--- config.mk ---
export PLATFORM = sky130hd
export DESIGN_NAME = smbus_txn_seq
export DESIGN_NICKNAME = d
export VERILOG_FILES = /design/src/rtl/smb_seq_pkg.sv /design/src/rtl/smb_regbank.sv /design/src/rtl/smb_seq_ctrl.sv /design/src/rtl/smbus_txn_seq.sv
export SDC_FILE = /design/constraint.sdc
export NUM_CORES = 1
export LEC_CHECK = 0
export ABC_AREA = 1
export BUFFER_PORTS_ARGS = -buffer_cell sky130_fd_sc_hd__buf_4
export CORE_ASPECT_RATIO = 1.4
export CORE_MARGIN = 2
export CORE_UTILIZATION = 45
export DETAILED_ROUTE_END_ITERATION = 8
export HOLD_SLACK_MARGIN = 0.1
export REMOVE_ABC_BUFFERS = 1
export SLEW_MARGIN = 20
export SYNTH_ARGS = -nofsm -noshare
export SYNTH_HDL_FRONTEND = slang
export SYNTH_HIERARCHICAL = 1
export SYNTH_SLANG_ARGS = --single-unit
export TNS_END_PERCENT = 5
--- constraint.sdc ---
create_clock -name clk -period 3.2 [get_ports clk]
set_input_delay 0.16 -clock clk [delete_from_list [all_inputs] [get_ports clk]]
set_output_delay 0.16 -clock clk [all_outputs]
set_load 0.05 [all_outputs]
--- src/rtl/smb_seq_pkg.sv ---
`timescale 1ns/1ps
package smb_seq_pkg;
  localparam int BYTE_W     = 8;
  localparam int DATA_BYTES = 32;
  localparam int IDX_W      = $clog2(DATA_BYTES);
  localparam int LEN_W      = IDX_W + 1;
  localparam int REG_AW     = 6;
  localparam int ALARM_N    = 3;

  localparam logic [REG_AW-1:0] A_PROTO  = 6'h00;
  localparam logic [REG_AW-1:0] A_STATUS = 6'h01;
  localparam logic [REG_AW-1:0] A_ADDR   = 6'h02;
  localparam logic [REG_AW-1:0] A_CMD    = 6'h03;
  localparam int                DATA_BASE = 4;
  localparam logic [REG_AW-1:0] A_COUNT  = 6'h24;
  localparam int                ALARM_BASE = 37;

  localparam logic [4:0] RC_OK    = 5'h00;
  localparam logic [4:0] RC_FAIL  = 5'h07;
  localparam logic [4:0] RC_ANAK  = 5'h10;
  localparam logic [4:0] RC_DNAK  = 5'h11;
  localparam logic [4:0] RC_UNSUP = 5'h19;

  typedef enum logic [2:0] {
    OP_START   = 3'd0,
    OP_WRITE   = 3'd1,
    OP_READ    = 3'd2,
    OP_RESTART = 3'd3,
    OP_STOP    = 3'd4
  } busop_e;

  typedef struct packed {
    logic             firstRd;
    logic             sendCmd;
    logic             sendCnt;
    logic             doRead;
    logic             readCnt;
    logic [LEN_W-1:0] wrLen;
    logic [LEN_W-1:0] rdLen;
  } seqPlan_t;

  typedef struct packed {
    logic              doneSet;
    logic [4:0]        code;
    logic              dataWe;
    logic              cntWe;
    logic [IDX_W-1:0]  idx;
    logic [BYTE_W-1:0] rxByte;
  } seqCtl_t;

  function automatic logic [LEN_W-1:0] clipCount(input logic [BYTE_W-1:0] c);
    if (c > BYTE_W'(DATA_BYTES)) return LEN_W'(DATA_BYTES);
    return c[LEN_W-1:0];
  endfunction

  function automatic logic protoOk(input logic [6:0] p);
    case (p)
      7'h02, 7'h03, 7'h04, 7'h05, 7'h06, 7'h07, 7'h08,
      7'h09, 7'h0A, 7'h0B, 7'h0C, 7'h0D, 7'h4A, 7'h4B: return 1'b1;
      default: return 1'b0;
    endcase
  endfunction

  function automatic seqPlan_t planFor(input logic [6:0] p, input logic [BYTE_W-1:0] cnt);
    seqPlan_t r;
    logic [LEN_W-1:0] c;
    c = clipCount(cnt);
    r = '0;
    case (p)
      7'h03: r.firstRd = 1'b1;
      7'h04: r.sendCmd = 1'b1;
      7'h05: begin r.firstRd = 1'b1; r.doRead = 1'b1; r.rdLen = LEN_W'(1); end
      7'h06: begin r.sendCmd = 1'b1; r.wrLen = LEN_W'(1); end
      7'h07: begin r.sendCmd = 1'b1; r.doRead = 1'b1; r.rdLen = LEN_W'(1); end
      7'h08: begin r.sendCmd = 1'b1; r.wrLen = LEN_W'(2); end
      7'h09: begin r.sendCmd = 1'b1; r.doRead = 1'b1; r.rdLen = LEN_W'(2); end
      7'h0A: begin r.sendCmd = 1'b1; r.sendCnt = 1'b1; r.wrLen = c; end
      7'h0B: begin r.sendCmd = 1'b1; r.doRead = 1'b1; r.readCnt = 1'b1; end
      7'h0C: begin r.sendCmd = 1'b1; r.wrLen = LEN_W'(2); r.doRead = 1'b1; r.rdLen = LEN_W'(2); end
      7'h0D: begin r.sendCmd = 1'b1; r.sendCnt = 1'b1; r.wrLen = c; r.doRead = 1'b1; r.readCnt = 1'b1; end
      7'h4A: begin r.sendCmd = 1'b1; r.wrLen = c; end
      7'h4B: begin r.sendCmd = 1'b1; r.doRead = 1'b1; r.rdLen = c; end
      default: ;
    endcase
    return r;
  endfunction
endpackage

--- src/rtl/smb_regbank.sv ---
`timescale 1ns/1ps
module smb_regbank
  import smb_seq_pkg::*;
(
  input  logic              clk,
  input  logic              rstN,
  input  logic              regWe,
  input  logic [REG_AW-1:0] regAddr,
  input  logic [BYTE_W-1:0] regWdata,
  output logic [BYTE_W-1:0] regRdata,
  input  logic              seqBusy,
  input  seqCtl_t           ctl,
  output logic              launch,
  output logic [6:0]        addrHi,
  output logic [BYTE_W-1:0] cmdQ,
  output logic [BYTE_W-1:0] cntQ,
  output logic [BYTE_W-1:0] dataAtIdx
);
  logic [BYTE_W-1:0] protoQ;
  logic [BYTE_W-1:0] addrQ;
  logic              doneQ;
  logic [4:0]        codeQ;
  logic [BYTE_W-1:0] dataMem  [DATA_BYTES];
  logic [BYTE_W-1:0] alarmMem [ALARM_N];

  assign launch    = regWe && (regAddr == A_PROTO) && !seqBusy;
  assign addrHi    = addrQ[7:1];
  assign dataAtIdx = dataMem[ctl.idx];

  always_ff @(posedge clk) begin
    if (!rstN) begin
      protoQ <= '0; addrQ <= '0; cmdQ <= '0; cntQ <= '0;
      doneQ  <= 1'b0; codeQ <= '0;
    end else begin
      if (launch) begin
        protoQ <= regWdata;
        doneQ  <= 1'b0;
        codeQ  <= RC_OK;
      end else if (ctl.doneSet) begin
        doneQ <= 1'b1;
        codeQ <= ctl.code;
      end
      if (regWe && regAddr == A_ADDR)  addrQ <= regWdata;
      if (regWe && regAddr == A_CMD)   cmdQ  <= regWdata;
      if (ctl.cntWe)                   cntQ  <= ctl.rxByte;
      else if (regWe && regAddr == A_COUNT) cntQ <= regWdata;
    end
  end

  always_ff @(posedge clk) begin
    for (int i = 0; i < DATA_BYTES; i++) begin
      if (!rstN) dataMem[i] <= '0;
      else if (ctl.dataWe && ctl.idx == IDX_W'(i)) dataMem[i] <= ctl.rxByte;
      else if (regWe && regAddr == REG_AW'(DATA_BASE + i)) dataMem[i] <= regWdata;
    end
    for (int j = 0; j < ALARM_N; j++) begin
      if (!rstN) alarmMem[j] <= '0;
      else if (regWe && regAddr == REG_AW'(ALARM_BASE + j)) alarmMem[j] <= regWdata;
    end
  end

  always_comb begin
    regRdata = '0;
    case (regAddr)
      A_PROTO:  regRdata = protoQ;
      A_STATUS: regRdata = {doneQ, 2'b00, codeQ};
      A_ADDR:   regRdata = addrQ;
      A_CMD:    regRdata = cmdQ;
      A_COUNT:  regRdata = cntQ;
      default:  ;
    endcase
    for (int i = 0; i < DATA_BYTES; i++)
      if (regAddr == REG_AW'(DATA_BASE + i)) regRdata = dataMem[i];
    for (int j = 0; j < ALARM_N; j++)
      if (regAddr == REG_AW'(ALARM_BASE + j)) regRdata = alarmMem[j];
  end

  // an accepted launch leaves done and code clear on the next cycle
  assert_launch_clears_R2: assert property (@(posedge clk) disable iff (!rstN)
    launch |=> (!doneQ && codeQ == RC_OK));

  // protocol writes during a running sequence leave the register untouched
  assert_busy_proto_hold_R12: assert property (@(posedge clk) disable iff (!rstN)
    (regWe && regAddr == A_PROTO && seqBusy) |=> protoQ == $past(protoQ));
endmodule

--- src/rtl/smb_seq_ctrl.sv ---
`timescale 1ns/1ps
module smb_seq_ctrl
  import smb_seq_pkg::*;
(
  input  logic              clk,
  input  logic              rstN,
  input  logic              launch,
  input  logic [6:0]        launchProto,
  input  logic [6:0]        addrHi,
  input  logic [BYTE_W-1:0] cmdQ,
  input  logic [BYTE_W-1:0] cntQ,
  input  logic [BYTE_W-1:0] dataAtIdx,
  output logic              seqBusy,
  output seqCtl_t           ctl,
  output logic              busReq,
  output logic [2:0]        busOp,
  output logic [BYTE_W-1:0] busTxByte,
  output logic              busNack,
  input  logic              busDone,
  input  logic              busAck,
  input  logic [BYTE_W-1:0] busRxByte
);
  typedef enum logic [3:0] {
    S_IDLE, S_START, S_ADDR, S_CMD, S_WCNT, S_WDATA,
    S_RSTART, S_RADDR, S_RCNT, S_RDATA, S_STOP, S_DONE
  } state_e;

  state_e           state;
  seqPlan_t         plan;
  logic [IDX_W-1:0] idx;
  logic [4:0]       errCode;

  state_e afterWr, wrEntry, cmdNext, rdEntry;
  logic   lastWr, lastRd, rxTooBig;

  always_comb begin
    afterWr  = plan.doRead ? S_RSTART : S_STOP;
    wrEntry  = (plan.wrLen != '0) ? S_WDATA : afterWr;
    cmdNext  = plan.sendCnt ? S_WCNT : wrEntry;
    rdEntry  = plan.readCnt ? S_RCNT : ((plan.rdLen != '0) ? S_RDATA : S_STOP);
    lastWr   = ({1'b0, idx} == plan.wrLen - LEN_W'(1));
    lastRd   = ({1'b0, idx} == plan.rdLen - LEN_W'(1));
    rxTooBig = busRxByte > BYTE_W'(DATA_BYTES);
  end

  always_ff @(posedge clk) begin
    if (!rstN) begin
      state <= S_IDLE; plan <= '0; idx <= '0; errCode <= RC_OK;
    end else begin
      case (state)
        S_IDLE: if (launch) begin
          plan    <= planFor(launchProto, cntQ);
          idx     <= '0;
          errCode <= protoOk(launchProto) ? RC_OK : RC_UNSUP;
          state   <= protoOk(launchProto) ? S_START : S_DONE;
        end
        S_START: if (busDone) state <= S_ADDR;
        S_ADDR: if (busDone) begin
          if (!busAck) begin errCode <= RC_ANAK; state <= S_STOP; end
          else if (plan.firstRd) state <= plan.doRead ? S_RDATA : S_STOP;
          else state <= plan.sendCmd ? S_CMD : cmdNext;
        end
        S_CMD: if (busDone) begin
          if (!busAck) begin errCode <= RC_DNAK; state <= S_STOP; end
          else state <= cmdNext;
        end
        S_WCNT: if (busDone) begin
          if (!busAck) begin errCode <= RC_DNAK; state <= S_STOP; end
          else state <= wrEntry;
        end
        S_WDATA: if (busDone) begin
          if (!busAck) begin errCode <= RC_DNAK; state <= S_STOP; end
          else if (lastWr) begin idx <= '0; state <= afterWr; end
          else idx <= idx + 1'b1;
        end
        S_RSTART: if (busDone) state <= S_RADDR;
        S_RADDR: if (busDone) begin
          if (!busAck) begin errCode <= RC_ANAK; state <= S_STOP; end
          else state <= rdEntry;
        end
        S_RCNT: if (busDone) begin
          if (rxTooBig) begin errCode <= RC_FAIL; state <= S_STOP; end
          else begin
            plan.rdLen <= busRxByte[LEN_W-1:0];
            idx        <= '0;
            state      <= (busRxByte == '0) ? S_STOP : S_RDATA;
          end
        end
        S_RDATA: if (busDone) begin
          if (lastRd) state <= S_STOP;
          else idx <= idx + 1'b1;
        end
        S_STOP: if (busDone) state <= S_DONE;
        S_DONE: state <= S_IDLE;
        default: state <= S_IDLE;
      endcase
    end
  end

  always_comb begin
    busReq    = 1'b1;
    busOp     = OP_WRITE;
    busTxByte = '0;
    busNack   = 1'b0;
    case (state)
      S_START:  busOp = OP_START;
      S_ADDR:   busTxByte = {addrHi, plan.firstRd};
      S_CMD:    busTxByte = cmdQ;
      S_WCNT:   busTxByte = BYTE_W'(plan.wrLen);
      S_WDATA:  busTxByte = dataAtIdx;
      S_RSTART: busOp = OP_RESTART;
      S_RADDR:  busTxByte = {addrHi, 1'b1};
      S_RCNT:   busOp = OP_READ;
      S_RDATA:  begin busOp = OP_READ; busNack = lastRd; end
      S_STOP:   busOp = OP_STOP;
      default:  begin busReq = 1'b0; busOp = OP_START; end
    endcase
  end

  assign seqBusy     = (state != S_IDLE);
  assign ctl.doneSet = (state == S_DONE);
  assign ctl.code    = errCode;
  assign ctl.dataWe  = (state == S_RDATA) && busDone;
  assign ctl.cntWe   = (state == S_RCNT) && busDone && !rxTooBig;
  assign ctl.idx     = idx;
  assign ctl.rxByte  = busRxByte;

  // a pending request keeps its kind until the engine completes it
  assert_op_hold_R3: assert property (@(posedge clk) disable iff (!rstN)
    (busReq && !busDone) |=> (busReq && busOp == $past(busOp)));

  // a refused address byte is followed directly by a stop request
  assert_anak_stop_R9: assert property (@(posedge clk) disable iff (!rstN)
    ((state == S_ADDR || state == S_RADDR) && busDone && !busAck)
      |=> (busReq && busOp == OP_STOP));

  // an unsupported launch never reaches the bus
  assert_unsup_quiet_R10: assert property (@(posedge clk) disable iff (!rstN)
    (launch && !seqBusy && !protoOk(launchProto)) |=> (!busReq && ctl.doneSet));

  // completion is only reported with the bus interface idle
  assert_done_idle_R2: assert property (@(posedge clk) disable iff (!rstN)
    ctl.doneSet |-> !busReq);
endmodule

--- src/rtl/smbus_txn_seq.sv ---
`timescale 1ns/1ps
module smbus_txn_seq
  import smb_seq_pkg::*;
(
  input  logic        clk,
  input  logic        rstN,
  input  logic        regWe,
  input  logic [5:0]  regAddr,
  input  logic [7:0]  regWdata,
  output logic [7:0]  regRdata,
  output logic        busReq,
  output logic [2:0]  busOp,
  output logic [7:0]  busTxByte,
  output logic        busNack,
  input  logic        busDone,
  input  logic        busAck,
  input  logic [7:0]  busRxByte
);
  seqCtl_t           ctl;
  logic              launch, seqBusy;
  logic [6:0]        addrHi;
  logic [BYTE_W-1:0] cmdQ, cntQ, dataAtIdx;

  smb_regbank u_regs (
    .clk(clk), .rstN(rstN), .regWe(regWe), .regAddr(regAddr),
    .regWdata(regWdata), .regRdata(regRdata), .seqBusy(seqBusy), .ctl(ctl),
    .launch(launch), .addrHi(addrHi), .cmdQ(cmdQ), .cntQ(cntQ),
    .dataAtIdx(dataAtIdx)
  );

  smb_seq_ctrl u_ctl (
    .clk(clk), .rstN(rstN), .launch(launch), .launchProto(regWdata[6:0]),
    .addrHi(addrHi), .cmdQ(cmdQ), .cntQ(cntQ), .dataAtIdx(dataAtIdx),
    .seqBusy(seqBusy), .ctl(ctl), .busReq(busReq), .busOp(busOp),
    .busTxByte(busTxByte), .busNack(busNack), .busDone(busDone),
    .busAck(busAck), .busRxByte(busRxByte)
  );
endmodule

## After elaboration in Yosys (flattened, before gate mapping)

Memory sizes are Yosys's and may differ from the RTL's. A register that Yosys moved wholly into a read port is not among the register bits.
Index checks and enable logic that the tools add are counted.

- Flip-flop bits (word level): 69
- Input port bits: 27
- ROM bits: 0
- Bits in latches: 0
- Memories kept: 2
- Bits in writable memories: 280
- Word-level logic and storage cells: 732
- Output and inout bits: 21

- Muxes and demuxes: 414
- Eq/ne operators: 118
- $mul: 0
- Shift-type cells: 0
- Reduce and logical (&&, ||, !) cells: 109
- Bitwise gates (word level): 68
- Div/mod/pow operators: 0
- $lt $le $gt $ge: 2
- $add $sub $neg: 3

Memory list:

| memory | depth | bits a word | rd ports | clocked after Yosys merged registers in | write ports | RTL line | text |
|---|---|---|---|---|---|---|---|
| u_regs.dataMem | 32 | 8 | 33 | 1 | 32 | smb_regbank.sv:23 | `logic [BYTE_W-1:0] dataMem [DATA_BYTES];` |
| u_regs.alarmMem | 3 | 8 | 3 | 0 | 3 | smb_regbank.sv:24 | `logic [BYTE_W-1:0] alarmMem [ALARM_N];` |

Operators by type and width:

| kind | count |
|---|---|
| 2-to-1 mux 8 bit | 104 |
| 2-to-1 mux 1 bit | 249 |
| 2-to-1 mux 4 bit | 25 |
| equality test 6 x 5 -> 1 bit, second input constant | 16 |
| 2-to-1 mux 5 bit | 18 |
| equality test 5 bit, second input constant | 16 |
| one-hot mux 8 bit (5 select lines) | 2 |
| logical AND 1 bit | 75 |
| OR 1 bit | 67 |
| equality test 6 x 4 -> 1 bit, second input constant | 8 |
| equality test 6 bit, second input constant | 8 |
| one-hot mux 4 bit (11 select lines) | 1 |
| equality test 7 x 4 -> 1 bit, second input constant | 6 |
| equality test 5 x 4 -> 1 bit, second input constant | 8 |
| one-hot mux 5 bit (4 select lines) | 2 |
| one-hot mux 6 bit (3 select lines) | 2 |
| inequality test 2 bit, second input constant | 16 |
| 2-to-1 mux 6 bit | 5 |
| equality test 7 x 3 -> 1 bit, second input constant | 4 |
| equality test 6 x 3 -> 1 bit, second input constant | 4 |
| equality test 5 x 3 -> 1 bit, second input constant | 4 |
| OR reduction 2 bit | 9 |
| equality test 4 x 3 -> 1 bit, second input constant | 4 |
| equality test 4 bit, second input constant | 4 |
| other kinds (36) | 57 |

## Logic depth before layout (Yosys ltp)

Gate-level depths: netlist of run 1.

- Depth after elaboration: 37
- Mapped depth: 28
- Mapped depth without buffers: 27

## Cells and area by module

Netlist of run 1, hierarchy kept.

Modules (own cells, without submodules):

| module | times used | area an instance (um^2) | sequential area each (um^2) | cells each |
|---|---|---|---|---|
| smb_regbank | 1 | 17394.2 | 9168.8 | 2008 |
| smb_seq_ctrl | 1 | 2864.0 | 600.6 | 519 |

## Worst setup path before layout of run 1

OpenSTA, ideal clock, no wires.

- Kind: input to output
- From: input regAddr[4]
- To: output regRdata[3]
- Path buffers: 2
- Path slack: 0.658 ns
- Stages: 24
- Data required time: 3.040 ns
- Arrival time: 2.382 ns
- Path through: nor2_2 -> inv_2 -> buf_6 -> nor2_1 -> buf_2 -> nand2_1 -> nand2_1 -> nand4_1 -> nor2_1 -> nand4_1 -> nand2_1 -> nand4_1 -> nand2_1 -> nand4_1 -> nand2_1 -> nand4_1 -> nand2_1 -> nand3_1 -> nand2_1 -> nand3_1 -> nand2_1 -> nand3_1 -> nor2_1 -> nand4_1

- Longest elaborated chain between the ends: 37
- Elaborated cells on any way between the ends: 76
- Classes of those cells: eq/ne (39); mux (36); reduce/logical (1)

Ends and longest elaborated chain:

| what | RTL line | text |
|---|---|---|
| from (decl) | smbus_txn_seq.sv:8 | `input logic [5:0] regAddr,` |
| equality test 6 bit, or another cell as far along | smb_regbank.sv:64 | `case (regAddr)` |
| one-hot mux 8 bit (5 select lines) | smb_regbank.sv:64 |  |
| 2-to-1 mux 8 bit (32 in a row) | smb_regbank.sv:73 | `if (regAddr == REG_AW'(DATA_BASE + i)) regRdata = dataMem[i];` |
| 2-to-1 mux 8 bit (2 in a row) | smb_regbank.sv:75 | `if (regAddr == REG_AW'(ALARM_BASE + j)) regRdata = alarmMem[j];` |
| 2-to-1 mux 8 bit (*) | smb_regbank.sv:75 |  |
| to (decl) | smbus_txn_seq.sv:10 | `output logic [7:0] regRdata,` |

Mark *: on every way between the ends. The rest lies on a longest branch, timed or not.

## Worst setup path after layout of run 1

- From: register u_regs.codeQ[2]
- To: output regRdata[2]

- Longest elaborated chain between the ends: 36

Ends and longest elaborated chain:

| what | RTL line | text |
|---|---|---|
| from (decl) | smb_regbank.sv:22 | `logic [4:0] codeQ;` |
| from (signal assigned) | smb_regbank.sv:41 | `codeQ <= ctl.code;` |
| one-hot mux 8 bit (5 select lines) | smb_regbank.sv:64 |  |
| 2-to-1 mux 8 bit (32 in a row) | smb_regbank.sv:73 |  |
| 2-to-1 mux 8 bit (3 in a row) | smb_regbank.sv:75 |  |

No other way between the ends.

==> results.toml, run 1 <==
[clock_network]
clk_path_buf_depth = 3
clockRootBuffer = "clkbuf_16"
clk_pin_slew_worst_paths_ns = 0.06
numCtsBuffers = 37
cts_tree = "yes"
clk_latency_ns = 0.56
htreeDepth = 2
cts.sinks = 348

[grt]
grt-ovfl-total = 0
grt_pass1_wl_um = 124000
grt_start_max_net_pins = 55
grt_pass1_vias = 19500
grt_usage = 0.363
grt_antenna_before_repair = 4

[route]
drt-initial-drc-count = 2758
drc = 0
wl_um = 86100
via_count = 20600
drtPass1Iterations = 6
wl_per_cell_um = 26.2
vias_per_cell = 6.29
ant_nets = 0

[worst_setup_path]
crit_arrival_ns = 3.47
crit_fanout = 2
r2r_slack_ns = 0.46
start_kind = "flip-flop"
slowest_stage = "dfxtp_1"
cp.required_ns = 3.04
cp-end-kind = "primary output"
worstSetupPathType = "reg -> out"
worstPathCellList = "nand2_1, nand3_1, nor2_2, nand4_1, nor2_2, nand3_1, nor2_1, nand3_1, nand2_1, nand4_1, nand2_1, nand4_1, nand2_1, nand4_1, nand2_2, nand4_1, nand2_1, nand3_2, nand2_1, nand3_1, nor2_1, nand4_1, buf_6"
crit_family = "simple AND/OR/NAND/NOR gates"
worst-path-buf-inv = 1
crit_path_max_incr_delay_ns = 0.34

[pwr]
p_leak_nw = 9.03
pwr_density_cell_nw_per_um2 = 504
vdd_ir_drop_max_uv = 361

[logic_synthesis]
synth_compound_area_frac = 0.196
syn_inst = 2527
yosys_warnings = 6
synth_seq_cells = 348
ys_types = 44
synth_most_common_cell = "nand2_1"
avgSynthCellArea_um2 = 8.02
netlist.area_leader.share = 0.415
synth_area_leader_cell = "edfxtp_1"
synth_ff_type = "edfxtp_1"
synth-simple-area-share = 0.238
synth-seq-area-share = 0.482
synth_top_family_by_area = "simple AND/OR/NAND/NOR gates"
synth-async-reset-ratio = 0
synthAdderAreaFrac = 0.00247
synth_xor_area_frac = 0.00216
syn_area_um2 = 20300
synth_edf_count = 280
synth_common_cells = "562 x nand2_1, 280 x edfxtp_1, 257 x nor2_1"
ys_top_cells_by_area = "edfxtp_1 42%, nand2_1 10%, o22ai_1 7.6%"
synthMuxAreaShare = 0

[status]
status = "finished, violations left"
failed_checks = "setup timing"

[die]
fp.dieW_um = 183
rows = 92
dieArea_um2 = 46800
initial_utilization = 0.452
die_h_um = 255
coreArea_um2 = 44800
io_pins = 48

[timing]
setup_viol_count_final = 12
fmax_ghz = 0.275
fin_worst_skew_ns = 0.0355
rsz0062_at_grt = "yes"
report.final.slew_viol_count = 0
final_hold_viol_count = 0
worstMarginPinSlew_ns = 1.18
layout_setup_ws_ns = -0.435
min_period_ns = 3.63
post-route-period-util = 1.14
maxSlewHeadroom = 0.215

[cells_and_area]
nets = 2718
drive_gt1_frac = 0.170
post-route-util = 0.534
areaGrowthSynthToFinish_pct = 18.1
design_area_um2 = 23900

[hold_path]
hp-class = "in -> reg"

[place]
dp_hpwl_um = 59500
io_buffers = 47
gp_congestion = 1.01
place_area_um2 = 22300

[job]
max_cap_viol_count = 0
## worst reg2reg max path, stage by stage, from the launching register on
cell,delay [ns]
dfxtp_1,0.38
nor2_2,0.22
inv_1,0.08
nor2_1,0.14
inv_1,0.10
nor2_1,0.11
buf_4,0.17
nand2_1,0.07
buf_4,0.18
nor2_1,0.26
buf_4,0.20
inv_1,0.06
nand3_1,0.08
nand3_1,0.32
## layout by cell type, fill, tap and decap left out, types with 69 or more instances in the layout
master	instances
a21oi_1	148
a22oi_1	126
buf_4	237
edfxtp_1	280
inv_1	215
nand2_1	556
nand3_1	140
nand4_1	69
nor2_1	241
o22ai_1	247
## sequential cells by signal (all words and copies together) (netlist names), 8 cells and up
name	cells
u_regs/alarmMem	24
u_regs/protoQ	8
u_ctl/plan	17
u_regs/cntQ	8
u_regs/cmdQ	8
u_regs/dataMem	256
u_regs/addrQ	8
## what timing repair did
action,in CTS,in global routing
pin swaps,12,17
setup endpoints to repair,16,16
hold buffers,16,0
resized for setup,36,29
buffers inserted,1,0
endpoints found under the hold margin,28,0
## report_power, final
part	total [W]	switching [W]	internal, W
registers	0.00536	0.000218	0.00514
clock network	0.00427	0.00186	0.00241
logic	0.00244	0.00174	0.000708
total	0.0121	0.00382	0.00826
## per-layer routing
layer / global-route usage / wire length [µm] / up-vias
met5: 0 / 0 / -
met1: 0.436 / 31200 / 9780
li1: - / - / 9243
met3: 0.0508 / 7570 / 342
met2: 0.614 / 40800 / 1283
met4: 0.230 / 6520 / 0
## worst paths after layout
check	from	end	cells past startpoint
worst max-delay path	u_regs/codeQ[2]	regRdata[2]	23
worst min-delay path	regWdata[1]	u_ctl/plan[15]	5
worst max register to register	u_ctl/state[2]	u_regs/dataMem[25][0]	13
worst min register to register	u_ctl/errCode[3]	u_regs/codeQ[3]	2
## metrics by stage
stage	total power, W	setup WS (ns)	hold slack, ns	TNS, ns	std cells
finish	0.0121	-0.435	0.172	-3.04	3282
global route	0.0125	-0.609	0.181	-4.70	3282
CTS	0.0120	-0.450	0.150	-2.89	3278
detailed placement	0.00778	-0.440	0.460	-1.96	3195
global placement	0.00776	-0.460	0.452	-1.96	3195
floorplan	0.00678	-0.827	0.281	-157.44	2383
## cells by family after synthesis
| logic type | after synthesis |
|---|---|
| simple gates | 1119 |
| flops | 348 |
| xor+xnor | 5 |
| buf+inv | 407 |
| fa+ha+maj | 4 |
| compound gates | 644 |
## cell type report
type,count,area [µm²]
antenna,4,10.0
clock buffer,48,1050
clock inverter,18,126
fill,4247,20800
inverter,263,990
multi-input combinational,1772,9130
sequential,348,9780
tap,564,706
timing repair buffer,265,2140
No activity file was read; power rests on OpenSTA's default activity.
==> run 2, diff against run 1 <==
- RECOVER_POWER: unset -> 25
==> run 2 against run 1 <==
The run still ends with setup timing left. Worst hold slack barely moved. Critical path type unchanged. Clock power hardly changed. Critical path depth shrank 1. Sequential cell count unchanged. Highest routed layer unchanged. Sequential power barely moved. Maximum frequency about the same. Non-clock buffer count unchanged. Cell count did not move. Utilization fell by 0.22 points. Power down 0.52%. Die area unchanged. Setup slack barely moved.
==> results.toml, run 2 (synthesis results as in run 1) <==
[cells_and_area]
reg_top3 = "u_regs/dataMem (256), u_regs/alarmMem (24), u_ctl/plan (17)"
areaGrowthSynthToFinish_pct = 17.7
regMostFlops = "u_regs/dataMem"
layout_commonest_cell = "nand2_1"
nets = 2718
largest_reg_flops = 256
drive_gt1_frac = 0.158
design_area_um2 = 23800
final_cell_mix = "558 x nand2_1, 280 x edfxtp_1, 247 x o22ai_1, 246 x nor2_1, 222 x inv_1"

[grt]
grt-ovfl-total = 0
grt_pass1_wl_um = 124000
grt_usage = 0.363
grt_pass1_vias = 19500
grt_antenna_before_repair = 4
grt_start_max_net_pins = 55

[clock_network]
htreeDepth = 2
clk_latency_ns = 0.56
clk_pin_slew_worst_paths_ns = 0.06
clockRootBuffer = "clkbuf_16"
clk_path_buf_depth = 3
numCtsBuffers = 37
cts.sinks = 348
cts_tree = "yes"

[worst_setup_path]
start_kind = "flip-flop"
cp.required_ns = 3.04
crit_path_max_incr_delay_ns = 0.34
worstSetupPathType = "reg -> out"
cp-end-kind = "primary output"
crit_fanout = 3
slowest_stage = "dfxtp_1"
worstPathCellList = "nand2_1, nand3_1, nor3b_2, buf_4, nand4_1, nand2_1, nand4_1, nand2_1, nand4_1, nand2_1, nand4_1, nand2_1, nand4_1, nand2_1, nand4_1, nand2_1, nand4_1, nand2_1, nand4_1, nor2_2, nand3_1, buf_4"
crit_arrival_ns = 3.47

[place]
pre_cts_slack_ns = -0.440
io_buffers = 47
gp_congestion = 1.01
place_area_um2 = 22300
dp_hpwl_um = 59500

[route]
drt-initial-drc-count = 2757
drtPass1Iterations = 6
via_count = 20600
ant_nets = 0
drc = 0
wl_per_cell_um = 26.2
vias_per_cell = 6.27
wl_um = 86000

[timing]
fin_worst_skew_ns = 0.0335
report.final.slew_viol_count = 0
setup_viol_count_final = 20
holdWs_ns = 0.173
post-route-period-util = 1.14
layout_setup_ws_ns = -0.434
min_period_ns = 3.63
tns_ns = -3.05
rsz0062_at_grt = "yes"
worstMarginPinSlew_ns = 1.36
maxSlewHeadroom = 0.0914
final_hold_viol_count = 0
fmax_ghz = 0.275

[die]
dieArea_um2 = 46800
rows = 92
initial_utilization = 0.452
io_pins = 48
fp.dieW_um = 183
coreArea_um2 = 44800
die_h_um = 255

[pwr]
pwr_density_cell_nw_per_um2 = 504
p_leak_nw = 8.98
vdd_ir_drop_max_uv = 362
total_power_w = 0.0120

[job]
max_cap_viol_count = 0

[status]
failed_checks = "setup timing"
status = "finished, violations left"

[hold_path]
hp-class = "in -> reg"
-- run 2: changes by cell type in the layout (fill, tap and decap cells not counted), sizes merged --
cell    change
clkbuf     +20
buf        -20
-- run 2: critical path: cells and delay by family, from the launching register on --
family	cells	cell delay (ns)
simple gates	20	2.26
flops	1	0.34
buf+inv	2	0.33
-- run 2: per-stage QoR --
step	util	cells
2_1_floorplan	-	2383
3_3_place_gp	0.498	3195
3_5_place_dp	0.498	3195
4_1_cts	0.532	3278
5_1_grt	0.532	3282
6_report	0.532	3282
-- run 2: worst paths after layout --
path / slack, ns / from / end / cells past startpoint
worst min-delay path: 0.17 / regWdata[1] / u_ctl/plan[15] / 5
worst min register to register: 0.47 / u_ctl/errCode[4] / u_regs/codeQ[4] / 2
worst max register to register: -0.01 / u_ctl/state[2] / u_regs/dataMem[25][4] / 13
worst max-delay path: -0.43 / u_regs/cmdQ[4] / regRdata[4] / 22
-- run 2: final cells by class --
cell class / instances / area, µm²
Clock buffer: 48 / 1050
Fill cell: 4281 / 20900
Sequential cell: 348 / 9780
Inverter: 263 / 990
Tap cell: 564 / 706
Antenna cell: 4 / 10.0
Multi-Input combinational cell: 1772 / 9090
Timing Repair Buffer: 265 / 2080
Clock inverter: 18 / 126
-- run 2: timing repair --
item	CTS	global route
endpoints found under the setup margin	16	16
buffers inserted	1	0
gates resized for setup	36	29
hold buffers	16	0
hold endpoints to repair	28	0
pin swaps	12	17
-- run 2: routing by layer --
metal  global-route usage  wire [µm]
met5                    0          0
met1                0.436      31400
met3               0.0508       7320
met4                0.230       6380
met2                0.614      40900
-- run 2: report_power, final --
group | internal, W | switching [W]
logic | 0.000673 | 0.00171
clock network | 0.00241 | 0.00186
registers | 0.00514 | 0.000218
total | 0.00822 | 0.00379
